$ cat src/rtl/epl_pkg.sv
package epl_pkg;

    localparam int unsigned LFSR_W   = 10;
    localparam int unsigned CODE_LEN = (1 << LFSR_W) - 1;
    localparam int unsigned IDX_W    = LFSR_W;
    localparam int unsigned SEL_W    = 5;

    typedef logic [LFSR_W:1] shreg_t;

    typedef struct packed {
        logic [3:0] a;
        logic [3:0] b;
    } tap_pair_t;

    typedef struct packed {
        shreg_t            g1;
        shreg_t            g2;
        logic              prev;
        logic              cur;
        logic              nxt;
        logic              half;
        logic [IDX_W-1:0]  idx;
        logic [SEL_W-1:0]  sel;
        logic              epoch;
    } seq_state_t;

    // forward step of G1: feedback from stages 3 and 10
    function automatic shreg_t g1_fwd(shreg_t s);
        return {s[9:1], s[3] ^ s[10]};
    endfunction

    // inverse step of G1
    function automatic shreg_t g1_rev(shreg_t s);
        return {s[1] ^ s[4], s[10:2]};
    endfunction

    // forward step of G2: feedback from stages 2,3,6,8,9,10
    function automatic shreg_t g2_fwd(shreg_t s);
        return {s[9:1], s[2] ^ s[3] ^ s[6] ^ s[8] ^ s[9] ^ s[10]};
    endfunction

    // inverse step of G2
    function automatic shreg_t g2_rev(shreg_t s);
        return {s[1] ^ s[3] ^ s[4] ^ s[7] ^ s[9] ^ s[10], s[10:2]};
    endfunction

    function automatic tap_pair_t tap_lookup(logic [SEL_W-1:0] sel);
        tap_pair_t t;
        case (sel)
            5'd0:  t = '{4'd2, 4'd6};
            5'd1:  t = '{4'd3, 4'd7};
            5'd2:  t = '{4'd4, 4'd8};
            5'd3:  t = '{4'd5, 4'd9};
            5'd4:  t = '{4'd1, 4'd9};
            5'd5:  t = '{4'd2, 4'd10};
            5'd6:  t = '{4'd1, 4'd8};
            5'd7:  t = '{4'd2, 4'd9};
            5'd8:  t = '{4'd3, 4'd10};
            5'd9:  t = '{4'd2, 4'd3};
            5'd10: t = '{4'd3, 4'd4};
            5'd11: t = '{4'd5, 4'd6};
            5'd12: t = '{4'd6, 4'd7};
            5'd13: t = '{4'd7, 4'd8};
            5'd14: t = '{4'd8, 4'd9};
            5'd15: t = '{4'd9, 4'd10};
            5'd16: t = '{4'd1, 4'd4};
            5'd17: t = '{4'd2, 4'd5};
            5'd18: t = '{4'd3, 4'd6};
            5'd19: t = '{4'd4, 4'd7};
            5'd20: t = '{4'd5, 4'd8};
            5'd21: t = '{4'd6, 4'd9};
            5'd22: t = '{4'd1, 4'd3};
            5'd23: t = '{4'd4, 4'd6};
            5'd24: t = '{4'd5, 4'd7};
            5'd25: t = '{4'd6, 4'd8};
            5'd26: t = '{4'd7, 4'd9};
            5'd27: t = '{4'd8, 4'd10};
            5'd28: t = '{4'd1, 4'd6};
            5'd29: t = '{4'd2, 4'd7};
            5'd30: t = '{4'd3, 4'd8};
            default: t = '{4'd4, 4'd9};
        endcase
        return t;
    endfunction

    function automatic logic chip_bit(shreg_t g1, shreg_t g2, tap_pair_t t);
        return g1[LFSR_W] ^ g2[t.a] ^ g2[t.b];
    endfunction

    // state at chip 0 of a fresh period for the given code
    function automatic seq_state_t seq_init(logic [SEL_W-1:0] sel);
        seq_state_t s;
        tap_pair_t  t;
        shreg_t     ones;
        ones    = '1;
        t       = tap_lookup(sel);
        s.g1    = g1_fwd(ones);
        s.g2    = g2_fwd(ones);
        s.prev  = chip_bit(g1_rev(ones), g2_rev(ones), t);
        s.cur   = chip_bit(ones, ones, t);
        s.nxt   = chip_bit(s.g1, s.g2, t);
        s.half  = 1'b0;
        s.idx   = '0;
        s.sel   = sel;
        s.epoch = 1'b0;
        return s;
    endfunction

endpackage

$ cat src/rtl/epl_code_nco.sv
module epl_code_nco #(
    parameter int unsigned ACC_W = 32
) (
    input  logic             clk_i,
    input  logic             rst_ni,
    input  logic             restart_i,
    input  logic             en_i,
    input  logic [ACC_W-1:0] step_i,
    input  logic             step_load_i,
    input  logic             swap_i,
    output logic             carry_o
);

    typedef struct packed {
        logic [ACC_W-1:0] phase;
        logic [ACC_W-1:0] active;
        logic [ACC_W-1:0] pending;
    } nco_state_t;

    nco_state_t q, d;
    logic [ACC_W:0] sum;

    always_comb begin
        d       = q;
        sum     = {1'b0, q.phase} + {1'b0, q.active};
        carry_o = en_i && !restart_i && sum[ACC_W];
        if (restart_i) begin
            d.phase   = '0;
            d.active  = step_i;
            d.pending = step_i;
        end else begin
            if (en_i)        d.phase   = sum[ACC_W-1:0];
            if (swap_i)      d.active  = q.pending;
            if (step_load_i) d.pending = step_i;
        end
    end

    always_ff @(posedge clk_i or negedge rst_ni) begin
        if (!rst_ni) q <= '0;
        else         q <= d;
    end

endmodule

$ cat src/rtl/epl_chip_seq.sv
module epl_chip_seq
    import epl_pkg::*;
(
    input  logic             clk_i,
    input  logic             rst_ni,
    input  logic             restart_i,
    input  logic             adv_i,
    input  logic [SEL_W-1:0] sel_i,
    output logic             wrap_o,
    output logic             early_o,
    output logic             prompt_o,
    output logic             late_o,
    output logic             epoch_o,
    output logic [IDX_W-1:0] idx_o
);

    localparam logic [IDX_W-1:0] LAST_IDX = IDX_W'(CODE_LEN - 1);

    seq_state_t q, d;
    tap_pair_t  taps;
    shreg_t     g1_n, g2_n;

    always_comb begin
        d       = q;
        d.epoch = 1'b0;
        taps    = tap_lookup(q.sel);
        wrap_o  = adv_i && q.half && (q.idx == LAST_IDX);
        g1_n    = g1_fwd(q.g1);
        g2_n    = g2_fwd(q.g2);
        if (restart_i) begin
            d = seq_init(sel_i);
        end else if (adv_i) begin
            if (!q.half) begin
                d.half = 1'b1;
            end else begin
                d.half = 1'b0;
                d.prev = q.cur;
                d.cur  = q.nxt;
                if (q.idx == LAST_IDX) begin
                    d.idx   = '0;
                    d.epoch = 1'b1;
                    g1_n    = g1_fwd('1);
                    g2_n    = g2_fwd('1);
                end else begin
                    d.idx = q.idx + IDX_W'(1);
                end
                d.g1  = g1_n;
                d.g2  = g2_n;
                d.nxt = chip_bit(g1_n, g2_n, taps);
            end
        end
    end

    always_ff @(posedge clk_i or negedge rst_ni) begin
        if (!rst_ni) q <= seq_init('0);
        else         q <= d;
    end

    assign prompt_o = q.cur;
    assign early_o  = q.half ? q.nxt : q.cur;
    assign late_o   = q.half ? q.cur : q.prev;
    assign epoch_o  = q.epoch;
    assign idx_o    = q.idx;

endmodule

$ cat src/rtl/epl_code_replica.sv
module epl_code_replica
    import epl_pkg::*;
#(
    parameter int unsigned ACC_W = 32
) (
    input  logic             clk_i,
    input  logic             rst_ni,
    input  logic             en_i,
    input  logic             restart_i,
    input  logic [ACC_W-1:0] step_i,
    input  logic             step_load_i,
    input  logic [SEL_W-1:0] sat_sel_i,
    output logic             early_o,
    output logic             prompt_o,
    output logic             late_o,
    output logic             epoch_o,
    output logic [IDX_W-1:0] chip_idx_o
);

    logic half_carry;
    logic code_wrap;

    epl_code_nco #(.ACC_W(ACC_W)) i_nco (
        .clk_i       (clk_i),
        .rst_ni      (rst_ni),
        .restart_i   (restart_i),
        .en_i        (en_i),
        .step_i      (step_i),
        .step_load_i (step_load_i),
        .swap_i      (code_wrap),
        .carry_o     (half_carry)
    );

    epl_chip_seq i_seq (
        .clk_i     (clk_i),
        .rst_ni    (rst_ni),
        .restart_i (restart_i),
        .adv_i     (half_carry),
        .sel_i     (sat_sel_i),
        .wrap_o    (code_wrap),
        .early_o   (early_o),
        .prompt_o  (prompt_o),
        .late_o    (late_o),
        .epoch_o   (epoch_o),
        .idx_o     (chip_idx_o)
    );

endmodule

$ cat config.mk
export PLATFORM = sky130hd
export DESIGN_NAME = epl_code_replica
export DESIGN_NICKNAME = d
export VERILOG_FILES = /design/src/rtl/epl_pkg.sv /design/src/rtl/epl_code_nco.sv /design/src/rtl/epl_chip_seq.sv /design/src/rtl/epl_code_replica.sv
export SDC_FILE = /design/constraint.sdc
export NUM_CORES = 1
export LEC_CHECK = 0
export CAP_MARGIN = 20
export CORE_MARGIN = 3
export CORE_UTILIZATION = 65
export CTS_CLUSTER_SIZE = 30
export DETAILED_ROUTE_END_ITERATION = 8
export PLACE_DENSITY = 0.85
export SETUP_SLACK_MARGIN = 0.1
export SLEW_MARGIN = 20
export SYNTH_ARGS = -nofsm -noshare
export SYNTH_HDL_FRONTEND = slang
export SYNTH_HIERARCHICAL = 1
export SYNTH_SLANG_ARGS = --single-unit
$ cat constraint.sdc
create_clock -name clk_i -period 9.1 [get_ports clk_i]
set_input_delay 1.82 -clock clk_i [delete_from_list [all_inputs] [get_ports clk_i]]
set_output_delay 1.82 -clock clk_i [all_outputs]
set_load 0.005 [all_outputs]
# --- Yosys cells after proc, flatten, opt, wreduce, memory -nomap -nowiden ---
# Memory sizes are Yosys's and may differ from the RTL's.
# Index checks and enable logic that the tools add are counted.
op_classes:
  reduce_logical: 11
  add_sub_neg: 2
  order_cmp: 4
  mux: 35
  n_eq_ne: 1
  n_bitwise: 13
ops:
  columns: ["operator", "count"]
  rows:
  - ["$mux W10", 10]
  - ["$mux W32", 3]
  - ["$mux W96", 1]
  - ["$mux W34", 2]
  - ["$add A32 B32 Y33", 1]
  - ["$mux W23", 1]
  - ["$lt A4 B5 Y1 const B", 4]
  - ["$mux W1", 15]
  - ["$xor A1 B1 Y1", 11]
  - ["$add A10 B1 Y10 const B", 1]
  - ["$eq A10 B10 Y1 const B", 1]
  - ["$reduce_bool A2 Y1", 5]
  - ["$bmux W1 S4", 2]
  - ["$mux W8", 1]
  - ["$logic_and A1 B1 Y1", 4]
  - ["$not A1 Y1", 2]
  - ["$reduce_and A2 Y1", 1]
  - ["$logic_not A1 Y1", 1]
totals:
  mem_count: 8
  in_bits: 42
  regBits: 136
  word_cells: 86
  mem_bits_ro: 608
mem_list:
  columns: ["name", "words", "width", "read_ports", "rd_ports_with_merged_regs", "write_ports", "line_no", "source"]
  rows:
  - ["(name not given)", 32, 8, 1, 0, 0, "epl_pkg.sv:49", "case (sel)"]
  - ["(name not given)", 32, 8, 1, 0, 0, "epl_pkg.sv:49", null]
  - ["(name not given)", 16, 1, 1, 0, 0, "epl_pkg.sv:87", "return g1[LFSR_W] ^ g2[t.a] ^ g2[t.b];"]
  - ["(name not given)", 16, 1, 1, 0, 0, "epl_pkg.sv:87", null]
  - ["(name not given)", 16, 1, 1, 0, 0, "epl_pkg.sv:87", null]
  - ["(name not given)", 16, 1, 1, 0, 0, "epl_pkg.sv:87", null]
  - ["+2 memories", null, null, null, null, null, null, null]

# --- Logic depth before layout (Yosys ltp) ---
# Gate-level depths: netlist (run 1).
logic_depth:
  depth_word: 16
  mapped_depth: 17

# --- Modules after synthesis ---
# The synthesis (run 1) kept the hierarchy.
modules_own_cells:
  columns: ["module", "seq_area_each_um2", "area_per_inst_um2", "cells_each", "instances"]
  rows:
  - ["epl_code_nco", 2402.3, 5880.6, 609, 1]
  - ["epl_chip_seq", 1026.0, 3006.6, 356, 1]

# --- Worst setup path after synthesis (run 1) ---
# OpenSTA, ideal clock, no wires.
synth_path:
  path_type: "input -> register"
  start: "input port restart_i"
  end: "register i_nco/q[61] (netlist bit)"
  n_path_buf: 3
  arrival_ps: 3946
  setup_slack_ps: 5018
  path_stages: 10
  cell_sequence: "clkbuf_1 nor2_1 o21ai_0 a21oi_1 nand2_1 nor2_1 clkbuf_1 buf_1 mux2i_1 o21ai_0"
synth_between:
  elab_chain_len: 6
  elab_cells_between_ends: 7
synth_lines:
  columns: ["element", "line_no", "source"]
  rows:
  - ["from (decl)", "epl_code_replica.sv:9", "input logic restart_i,"]
  - ["$logic_not A1 Y1", "epl_code_nco.sv:26", "carry_o = en_i && !restart_i && sum[ACC_W];"]
  - ["$logic_and A1 B1 Y1 (2 in a row)", "epl_code_nco.sv:26", null]
  - ["via half_carry", "epl_code_replica.sv:20", "logic half_carry;"]
  - ["$logic_and A1 B1 Y1 (2 in a row)", "epl_chip_seq.sv:27", "wrap_o = adv_i && q.half && (q.idx == LAST_IDX);"]
  - ["via code_wrap", "epl_code_replica.sv:21", "logic code_wrap;"]
  - ["$reduce_bool A2 Y1 (no line)", null, null]
  - ["to (signal assigned)", "epl_code_nco.sv:39", "if (!rst_ni) q <= '0;"]
  - ["to (signal assigned)", "epl_code_nco.sv:40", "else q <= d;"]
  - ["to (decl)", "epl_code_nco.sv:20", "nco_state_t q, d;"]
# The timed path passes the listed nets, and every way through them passes these cells.
# A chain may end at the register's enable or synchronous reset.

# --- Final worst setup path (run 1) ---
layout_path:
  start: "input port en_i"
  end: "register i_seq.q, in the netlist i_seq/idx_o[9]"
layout_between:
  elab_chain_len: 4
layout_lines:
  columns: ["element", "line_no", "source"]
  rows:
  - ["from (decl)", "epl_code_replica.sv:8", "input logic en_i,"]
  - ["$logic_and A1 B1 Y1 (2 in a row)", "epl_code_nco.sv:26", null]
  - ["via half_carry", "epl_code_replica.sv:20", null]
  - ["$reduce_bool A2 Y1 (no line)", null, null]
  - ["$reduce_and A2 Y1 (no line)", null, null]
  - ["to (signal assigned)", "epl_chip_seq.sv:55", "if (!rst_ni) q <= seq_init('0);"]
  - ["to (decl)", "epl_chip_seq.sv:19", "seq_state_t q, d;"]
# The timed path passes the listed nets, and every way through them passes these cells.

==> results of run 1 <==
## cells in the final DEF, fill, tap and decap left out, drive strengths merged, types with 8 or more instances in the layout
cell and instances:
xor2 10, nand4 12, o21ai 102, a21oi 59, o211ai 11, clkbuf 21, a21o 16, o21bai 8
o22a 14, nor3 17, dfrtp 116, and3 8, nor2b 10, xnor2 11, nand3 22, dfstp 20
clkdlybuf4s50 53, nand2 112, ha 47, o21a 9, nor2 67, a211oi 17, mux2i 45, mux2 36
inv 29
## worst min path at each step
| stage | startpoint | to | slack, ns |
|---|---|---|---|
| after floorplan | i_seq/q[19]$_DFFE_PN0P_ | i_seq/q[19]$_DFFE_PN0P_ | 0.45 |
| after global placement | i_seq/q[19]$_DFFE_PN0P_ | i_seq/q[19]$_DFFE_PN0P_ | 0.46 |
| after detailed placement | i_seq/q[19]$_DFFE_PN0P_ | i_seq/q[19]$_DFFE_PN0P_ | 0.48 |
| after CTS | i_seq/q[19]$_DFFE_PN0P_ | i_seq/q[19]$_DFFE_PN0P_ | 0.49 |
| after global routing | i_seq/q[30]$_DFFE_PN0P_ | i_seq/q[31]$_DFFE_PN1P_ | 0.51 |
| final | i_seq/q[19]$_DFFE_PN0P_ | i_seq/q[19]$_DFFE_PN0P_ | 0.48 |
## report_power, final
group,internal [µW],total (µW),leakage [µW],switching (µW)
sequential,654,694,0.00167,39.5
combinational,174,423,0.00230,248
clock,473,736,0.000303,263
total,1300,1850,0.00427,551
## through the flow
step / power (µW) / area, µm² / utilization / worst slack (ns)
floorplan: 1010 / 8890 / - / 5.02
global placement: 1100 / 9360 / 0.704 / 2.63
detailed placement: 1110 / 9360 / 0.704 / 2.45
CTS: 1850 / 9990 / 0.751 / 2.86
global route: 1940 / 9990 / 0.752 / 2.26
finish: 1850 / 9990 / 0.752 / 2.71
## logic make-up (layout without fill, tap and decap cells)
| family | count (synthesis) | after routing | share of synthesized area |
|---|---|---|---|
| compound gates | 295 | 295 | 0.223 |
| simple gates | 285 | 285 | 0.150 |
| flops | 136 | 136 | 0.386 |
| buf+inv | 97 | 120 | 0.0504 |
| mux | 82 | 82 | 0.0993 |
| fa+ha+maj | 48 | 48 | 0.0684 |
| xor+xnor | 22 | 22 | 0.0232 |
## cell type report
cell class	count	area [µm²]
clock buffer	21	460
sequential	136	3430
inverter	30	113
tap	176	220
multi-input combinational	732	5030
fill	912	3300
timing repair buffer	58	572
clock inverter	11	171
## critical path, stage by stage
cell and delay (ns):
clkdlybuf4s50_1 1.09, clkinv_1 0.77, nor2_1 0.73, o21ai_0 0.19, a21oi_1 0.26, and2_1 0.43
nand3_1 0.75, o21ai_0 0.47, nand2_1 0.10, o41ai_1 0.06
## routing by layer
metal  track usage  vias to the layer above  part of all wire
met3        0.0608                       48             0.052
met1         0.370                     3530              0.44
met4        0.0952                        0             0.025
met5             0                        -                 0
li1              -                     3538                 -
met2         0.453                      242              0.48
## sequential cells by signal (all words and copies together), names as in the netlist
register,flops
i_seq/epoch_o,1
i_nco/q,96
i_seq/idx_o,10
i_seq/prompt_o,1
i_seq/q,28
==> results.md, run 1 <==
- Status: completed
- Full die area: 15100 µm²
- PortBufs: 55
- Num CTS Buffers: 17
- Cell Area, Synth: 8890 µm²
- CTS resizes: 0
- Inst Count DP: 1132
- Fmax: 157 MHz
- Worst min path class: reg -> reg
- Unrepaired setup endpoints after global routing: false
- ANT nets after route: 0
- Clock transition at path regs: 0.06 ns
- Hold buffers post-CTS: 0
- Final setup TNS: 0 ns
- Antenna violations before repair: 0
- RR Startpoint: i_nco/q[43]$_DFFE_PN0P_
- Cell variety after synth: 83
- Std cell rows: 42
- Synth async-reset ratio: 1.00
- Leak: 0.00427 µW
- Setup Buffers After CTS: 0
- RR Endpoint: i_seq/idx_o[9]$_DFFE_PN0P_
- Crit Path Max Fanout: 26
- Critical Path RT: 9.40 ns
- Total gr overflow: 0
- Maxcap violations: 0
- Worst reg-to-reg setup slack: 4.37 ns
- Gate Count Post-Synth: 965
- Power Dens Cells: 185 nW/µm²
- Routed vias/inst: 6.32
- Placeable Area: 13300 µm²
- CTS tree: done
- Sequential fraction of the synthesis area: 0.386
- First-pass GRT wire length: 33600 µm
- Area contributors post-synth: dfrtp_1, ha_1, dfstp_2
- Number of flops mapped to enable cells by yosys: 0
- Worst Setup End Kind: register
- Clock Skew: 0.0120 ns
- Via count: 7358
- Die X: 123 µm
- Finished Layout Cells: 1164
- Crit path kind: in -> reg
- Worst Setup SP: en_i
- Gp weighted congestion: 0.917
- Die height: 123 µm
- Area Overhead vs Synth: 12.4%
- Top cell type's share of synthesized area: 0.327
- Fin. Hold Viols: 0
- DP HPWL: 13500 µm
- Worst-Margin Slew: 1.02 ns
- Residual DRC count: 0
- Vias in the first global route: 7015
- Clock Latency Late Sink: 0.43 ns
- Main flop type after synthesis: dfrtp_1
- Most frequent cells after synthesis: dfrtp_1, nand2_1, o21ai_0
- Root Driver: clkbuf_16
- Worst Hold Slack: 0.484 ns
- GRT Total Usage: 0.278
- Syn nets: 1055
- Final Cycle Share: 0.702
- Io pins: 56
- Min cycle time layout: 6.39 ns
- CTS max path bufs: 2
- Total wire length: 20100 µm
- CP endpoint: i_seq/idx_o[9]$_DFFE_PN0P_
- Num Clock Sinks: 136
- Cell depth of the worst flop-to-flop path: 13
- CP startpoint kind: input pin
- Post-synth top area cell: dfrtp_1
- Largest net degree at the start of global routing: 98
- Wire per inst: 17.3 µm
- Drt initial violations: 530
- Endpoints failing setup: 0
- Nets: 1065
- Worst path arrival time: 6.69 ns
- Slew HR: 0.320
- Starting density of the core: 0.668
- Peak supply drop: 164 µV
- Mean Syn Cell Area: 9.21 µm²
- Drt first pass iters: 5
- H-tree depth: 4
- Hold path depth: 2
- Synthesized flop and latch total: 136
- Final Slew Violations: 0
- Number of synthesis warnings: 6
- Layout cell share with drive strength beyond 1: 0.116
- Most common cell in the synthesized netlist: dfrtp_1
- Ant. Diodes: 0
No activity file was read; power rests on OpenSTA's default activity.
==> run 2: changes to the inputs <==
- CORE_UTILIZATION: 65 -> 61
- PLACE_DENSITY: 0.85 -> 0.81
- clock period: 9.1 -> 6.2 ns (I/O delays scaled with it)
==> run 2 against run 1 <==
Critical path depth is 3 higher. Cell count is 0.43% higher. Routed wire length is 2.7% lower. Via count is 0.95% lower. Count of clock-buffer cells in the layout is 2 higher. Clock skew is 0.0052 ns lower. Global-route usage is 2.9 points lower. Hold slack worse by 0.00059 ns. Sequential cell count stayed put. First-iteration DRC count is 6.6% lower. Largest power group is now sequential cells. Combinational power is 45% higher.
==> results.md, run 2 (synthesized netlist as in run 1, its figures left out) <==
- Commonest cells after routing, fill and taps aside: dfrtp_1, nand2_1, o21ai_0, nor2_1, a21oi_1
- Most common cell after layout, fill and taps aside: dfrtp_1
- Fin. Hold Viols: 0 (unchanged)
- Hold buffers post-CTS: 0 (unchanged)
- Total wire length: 19600 µm (-2.7%)
- Biggest cell delay along the critical path: 0.77 ns (-0.32 ns)
- Drt first pass iters: 7 (+2)
- Final core occ: 0.709 (-0.0427)
- Clock transition at path regs: 0.06 ns (about the same)
- RR Startpoint: i_nco/q[64]$_DFFE_PN0P_
- Clock Latency Late Sink: 0.42 ns (about the same)
- CTS resizes: 0 (unchanged)
- H-tree depth: 4 (unchanged)
- Clock Skew: 0.00687 ns (-0.00517 ns)
- CP endpoint: i_seq/idx_o[9]$_DFFE_PN0P_
- Wire per inst: 16.7 µm (-3.1%)
- Slew HR: 0.290 (-0.0300)
- Final Slew Violations: 0 (unchanged)
- Largest register FFs: 96 (unchanged)
- Die height: 127 µm (+3.1%)
- Via count: 7288 (-0.95%)
- Full die area: 16100 µm² (+6.2%)
- Critical Path RT: 6.48 ns (-2.92 ns)
- Fmax: 209 MHz
- Area Overhead vs Synth: 12.0%
- Setup Buffers After CTS: 0 (unchanged)
- Antenna violations before repair: 0 (unchanged)
- Gp weighted congestion: 0.895 (-2.4%)
- Leak: 0.00425 µW (-0.48%)
- Num CTS Buffers: 17 (unchanged)
- Power Dens Cells: 263 nW/µm² (+42%)
- CTS max path bufs: 2 (unchanged)
- Ant. Diodes: 0 (unchanged)
- Nets: 1067 (+0.19%)
- Worst Setup SP: i_nco/q[64]$_DFFE_PN0P_
- Crit path kind: reg -> reg
- Crit-path slowest cell: nand3_1
- Cell depth of the worst flop-to-flop path: 13 (unchanged)
- Layout cell share with drive strength beyond 1: 0.115 (-0.00113)
- Pre-CTS setup slack: 1.12 ns (-1.34 ns)
- Endpoints failing setup: 0 (unchanged)
- Io pins: 56 (unchanged)
- RR Endpoint: i_seq/idx_o[9]$_DFFE_PN0P_
- Vias in the first global route: 6749 (-3.8%)
- Worst min path class: reg -> reg
- Routed vias/inst: 6.23 (-1.4%)
- Drt initial violations: 495 (-6.6%)
- Worst-Margin Slew: 1.06 ns (+0.0448 ns)
- CTS tree: done
- Worst Setup End Kind: register
- CP delay by family, top: compound AO/OA/AOI/OAI gates
- Worst setup margin: 1.41 ns (-1.30 ns)
- Peak supply drop: 272 µV (+66%)
- Std cell rows: 43 (+2.4%)
- Crit Path Max Fanout: 26 (unchanged)
- CP startpoint kind: register
- Root Driver: clkbuf_16
- Critical Path Stages: 13 (+3)
- PortBufs: 55 (unchanged)
- Status: completed
- Unrepaired setup endpoints after global routing: false
- Register name with the most flops: i_nco/q
- Die X: 127 µm (+3.1%)
- Final Cycle Share: 0.773
- Final setup TNS: 0 ns (unchanged)
- Min cycle time layout: 4.79 ns
- First-pass GRT wire length: 33200 µm (-1.2%)
- GRT Total Usage: 0.250 (-0.0287)
- Placeable Area: 14000 µm² (+5.6%)
- Maxcap violations: 0 (unchanged)
- Worst path arrival time: 5.06 ns (-1.63 ns)
- Total gr overflow: 0 (unchanged)
- CP Cell Sequence: ha_1 -> inv_1 -> fa_1 -> and2b_1 -> o2111ai_2 -> a211oi_4 -> o21bai_1 -> a211oi_2 -> o221ai_1 -> a21oi_1 -> and2_1 -> nand3_1 -> o41ai_1
- DP HPWL: 13100 µm (-3.2%)
- Worst Path Buf+Inv: 1 (-1)
- Largest net degree at the start of global routing: 79 (-19%)
- Num Clock Sinks: 136 (unchanged)
- Worst reg-to-reg setup slack: 1.41 ns (-2.96 ns)
- Residual DRC count: 0 (unchanged)
- Starting density of the core: 0.633 (-0.0356)
- ANT nets after route: 0 (unchanged)
-- run 2: cell count changes in the layout (fill, tap and decap cells not counted) --
cell | before | now
clkinv_4 | 3 | 0
bufinv_16 | 4 | 2
buf_4 | 4 | 6
clkinvlp_4 | 2 | 3
clkbuf_8 | 2 | 3
clkinv_1 | 1 | 2
clkbuf_1 | 2 | 3
-- run 2: worst register-to-register path, delay by kind of cell, from the launching register on --
kind | cells | cell delay, ns
fa+ha+maj | 2 | 0.60
simple gates | 3 | 1.47
flops | 1 | 0.35
compound gates | 7 | 2.16
buf+inv | 1 | 0.07
-- run 2: report_power, final --
group	internal (µW)	switching (µW)	leakage [µW]	total, µW
Sequential	961	57.2	0.00167	1020
Clock	618	369	0.000273	987
Combinational	256	359	0.00231	615
Total	1840	785	0.00425	2620
-- run 2: worst min path at each step --
stage,to,slack [ns],startpoint,depth (start not counted)
after floorplan,i_seq/q[19]$_DFFE_PN0P_,0.45,i_seq/q[19]$_DFFE_PN0P_,2
after global placement,i_seq/q[19]$_DFFE_PN0P_,0.46,i_seq/q[19]$_DFFE_PN0P_,2
after detailed placement,i_seq/q[19]$_DFFE_PN0P_,0.48,i_seq/q[19]$_DFFE_PN0P_,2
after CTS,i_nco/q[79]$_DFFE_PN0P_,0.49,i_nco/q[79]$_DFFE_PN0P_,2
after global routing,i_seq/q[31]$_DFFE_PN1P_,0.51,i_seq/q[30]$_DFFE_PN0P_,1
final,i_nco/q[79]$_DFFE_PN0P_,0.48,i_nco/q[79]$_DFFE_PN0P_,2
-- run 2: through the flow --
step                      area, µm²  power, µW  hold WS, ns  cells
after floorplan                8890       1480        0.446    965
after global placement         9380       1620        0.463   1138
after detailed placement       9380       1630        0.475   1138
after CTS                      9960       2630        0.488   1169
after global routing           9960       2760        0.514   1169
final                          9960       2620        0.483   1169
-- run 2: layer usage --
layer  part of all wire  track usage
met2               0.46        0.380
met5                  0            0
met3              0.046       0.0509
met1               0.48        0.369
met4              0.014       0.0606
-- run 2: final cells by class --
cell class | instances | area (µm²)
well taps | 180 | 225
repair buffers | 60 | 587
inverters | 30 | 113
clock buffers | 23 | 478
multi-input cells | 732 | 5030
clock inverters | 8 | 96.3
fillers | 1042 | 4090
flip-flops and latches | 136 | 3430
==> run 3: changes to the inputs <==
- CORE_UTILIZATION: 61 -> 55
- PLACE_DENSITY: 0.81 -> 0.77
- clock period: 6.2 -> 4 ns (I/O delays scaled with it)
==> run 3 against run 2 <==
Hold slack worse by 0.0035 ns. Combinational power increased by 56%. Non-clock buffer count increased by 10. Sequential cell count stayed put. Largest power group is now the clock network. Largest cell class unchanged. Sequential power grew 55%.
==> results.md, run 3 (synthesized netlist as in run 1, its figures left out) <==
- Status: completed
- Layout cell share with drive strength beyond 1: 0.129 (+0.0139)
- Wire per inst: 16.7 µm (-0.25%)
- Register name with the most flops: i_nco/q
- Io pins: 56 (unchanged)
- Ant. Diodes: 0 (unchanged)
- Starting density of the core: 0.574 (-0.0589)
- Min cycle time layout: 3.75 ns (-1.04 ns)
- Worst-Margin Slew: 0.845 ns (-0.218 ns)
- Unrepaired setup endpoints after global routing: false
- Peak supply drop: 332 µV (+22%)
- Critical Path RT: 4.29 ns (-2.19 ns)
- Die X: 133 µm (+5.1%)
- Residual DRC count: 0 (unchanged)
- Cell depth of the worst flop-to-flop path: 13 (unchanged)
- Std cell rows: 45 (+4.7%)
- Slew HR: 0.437 (+0.147)
- Worst path arrival time: 4.04 ns (-1.02 ns)
- Gp weighted congestion: 0.903 (+0.94%)
- Switching Power: 1250 µW (+59%)
- Worst min path class: in -> async
- Endpoints failing setup: 0 (unchanged)
- CP startpoint kind: register
- DP HPWL: 13800 µm (+5.1%)
- Nets: 1077 (+0.94%)
- CTS max path bufs: 2 (unchanged)
- Largest net degree at the start of global routing: 92 (+16%)
- Die height: 133 µm (+5.1%)
- Leak: 0.00433 µW (+1.9%)
- Routed vias/inst: 6.03 (-3.3%)
- GRT Total Usage: 0.230 (-0.0200)
- First-pass GRT wire length: 33600 µm (+1.3%)
- Clock Latency Late Sink: 0.43 ns (about the same)
- Maxcap violations: 0 (unchanged)
- Antenna violations before repair: 0 (unchanged)
- Final Slew Violations: 0 (unchanged)
- Biggest cell delay along the critical path: 0.51 ns (-0.26 ns)
- Vias in the first global route: 6740 (-0.13%)
- Crit Path Max Fanout: 13 (-50%)
- Num CTS Buffers: 17 (unchanged)
- Root Driver: clkbuf_16
- Drt initial violations: 640 (+29%)
- Pre-CTS setup slack: 0.273 ns (-0.843 ns)
- Clock Skew: 0.00759 ns (+0.000724 ns)
- PortBufs: 55 (unchanged)
- Fmax: 267 MHz (+28%)
- CP delay by family, top: compound AO/OA/AOI/OAI gates
- RR Startpoint: i_nco/q[43]$_DFFE_PN0P_
- Worst setup margin: 0.248 ns (-1.16 ns)
- RR Endpoint: i_seq/idx_o[7]$_DFFE_PN0P_
- Fillers: 1241 (+19%)
- Via count: 7295 (+0.096%)
- Full die area: 17700 µm² (+10%)
- Total gr overflow: 0 (unchanged)
- Total wire length: 20200 µm (+3.2%)
- Combinational share of power: 0.228 (-0.007)
- CTS tree: done
- Area Overhead vs Synth: 14.3%
- H-tree depth: 4 (unchanged)
- Crit-path slowest cell: o32ai_1
- Clk pwr share: 0.399 (+0.022)
- Fin. Hold Viols: 0 (unchanged)
- Largest register FFs: 96 (unchanged)
- Worst Setup End Kind: register
- Crit path kind: reg -> reg
- Commonest cells after routing, fill and taps aside: dfrtp_1, nand2_1, o21ai_0, nor2_1, a21oi_1
- Worst Path Buf+Inv: 1 (unchanged)
- Internal power: 2980 µW (+62%)
- Most common cell after layout, fill and taps aside: dfrtp_1
- Worst reg-to-reg setup slack: 0.25 ns (-1.16 ns)
- CP Cell Sequence: ha_1 -> nand3_2 -> o32ai_1 -> a211o_1 -> o21bai_1 -> a211oi_2 -> o221ai_1 -> a21oi_2 -> and2_1 -> buf_4 -> nor2_1 -> o21ai_0 -> o31ai_1
- Drt first pass iters: 6 (-1)
- Final Cycle Share: 0.938 (+0.165)
- Power Dens Cells: 416 nW/µm² (+58%)
- Clock transition at path regs: 0.06 ns (about the same)
- Switching share of total power: 0.295 (-0.00473)
- ANT nets after route: 0 (unchanged)
- Flop pwr share: 0.373 (-0.015)
- Placeable Area: 15500 µm² (+10%)
- Final setup TNS: 0 ns (unchanged)
- Num Clock Sinks: 136 (unchanged)
## run 3: cell types whose count changed in the layout (fill, tap and decap cells not counted), moves of 2 or more
cell / change
clkbuf_1: -3
bufinv_16: +2
clkinvlp_4: +2
buf_4: +8
## run 3: final cells by class
| type | instances | area (µm²) | share of cell area |
|---|---|---|---|
| Multi-Input combinational cell | 732 | 5030 | 0.496 |
| Sequential cell | 136 | 3430 | 0.338 |
| Timing Repair Buffer | 70 | 678 | 0.0668 |
| Clock buffer | 20 | 467 | 0.0460 |
| Tap cell | 211 | 264 | 0.0260 |
| Clock inverter | 11 | 171 | 0.0169 |
| Inverter | 30 | 113 | 0.0111 |
## run 3: routing by layer
metal	GRT usage	wire length, µm
met2	0.358	9350
met1	0.328	9420
met4	0.0634	281
met5	0	0
met3	0.0483	1140
## run 3: worst max path at each step
stage / start / slack (ns) / depth (start not counted) / endpoint
after floorplan: i_nco/q[32]$_DFFE_PN0P_ / 0.21 / 16 / i_nco/q[61]$_DFFE_PN0P_
after global placement: i_nco/q[32]$_DFFE_PN0P_ / 0.41 / 15 / i_nco/q[32]$_DFFE_PN0P_
after detailed placement: i_nco/q[32]$_DFFE_PN0P_ / 0.27 / 15 / i_nco/q[42]$_DFFE_PN0P_
after CTS: i_nco/q[32]$_DFFE_PN0P_ / 0.24 / 15 / i_nco/q[42]$_DFFE_PN0P_
after global routing: i_nco/q[32]$_DFFE_PN0P_ / 0.03 / 15 / i_seq/idx_o[7]$_DFFE_PN0P_
final: i_nco/q[43]$_DFFE_PN0P_ / 0.25 / 13 / i_seq/idx_o[7]$_DFFE_PN0P_
## run 3: metrics by stage
step | cell area [µm²] | instances | util | hold slack [ns] | power [µW]
floorplan | 8890 | 965 | - | 0.446 | 2300
global route | 10200 | 1210 | 0.656 | 0.512 | 4420
finish | 10200 | 1210 | 0.656 | 0.479 | 4220
CTS | 10100 | 1208 | 0.654 | 0.485 | 4230
detailed placement | 9490 | 1177 | 0.613 | 0.480 | 2540
global placement | 9480 | 1176 | 0.612 | 0.464 | 2510
## run 3: what timing repair did
action                     in CTS  in global routing
gates resized for setup         0                  3
setup endpoints to repair       0                 57
hold endpoints to repair        0                  0
hold buffers                    0                  0
setup buffers                   0                  2
## run 3: power by group through the flow
stage                     combinational (µW)  clock, µW  sequential (µW)
final                                    961       1690             1580
after global routing                    1060       1770             1590
after CTS                                950       1710             1580
after detailed placement                 940          0             1600
after global placement                   918          0             1590
after floorplan                          743          0             1560
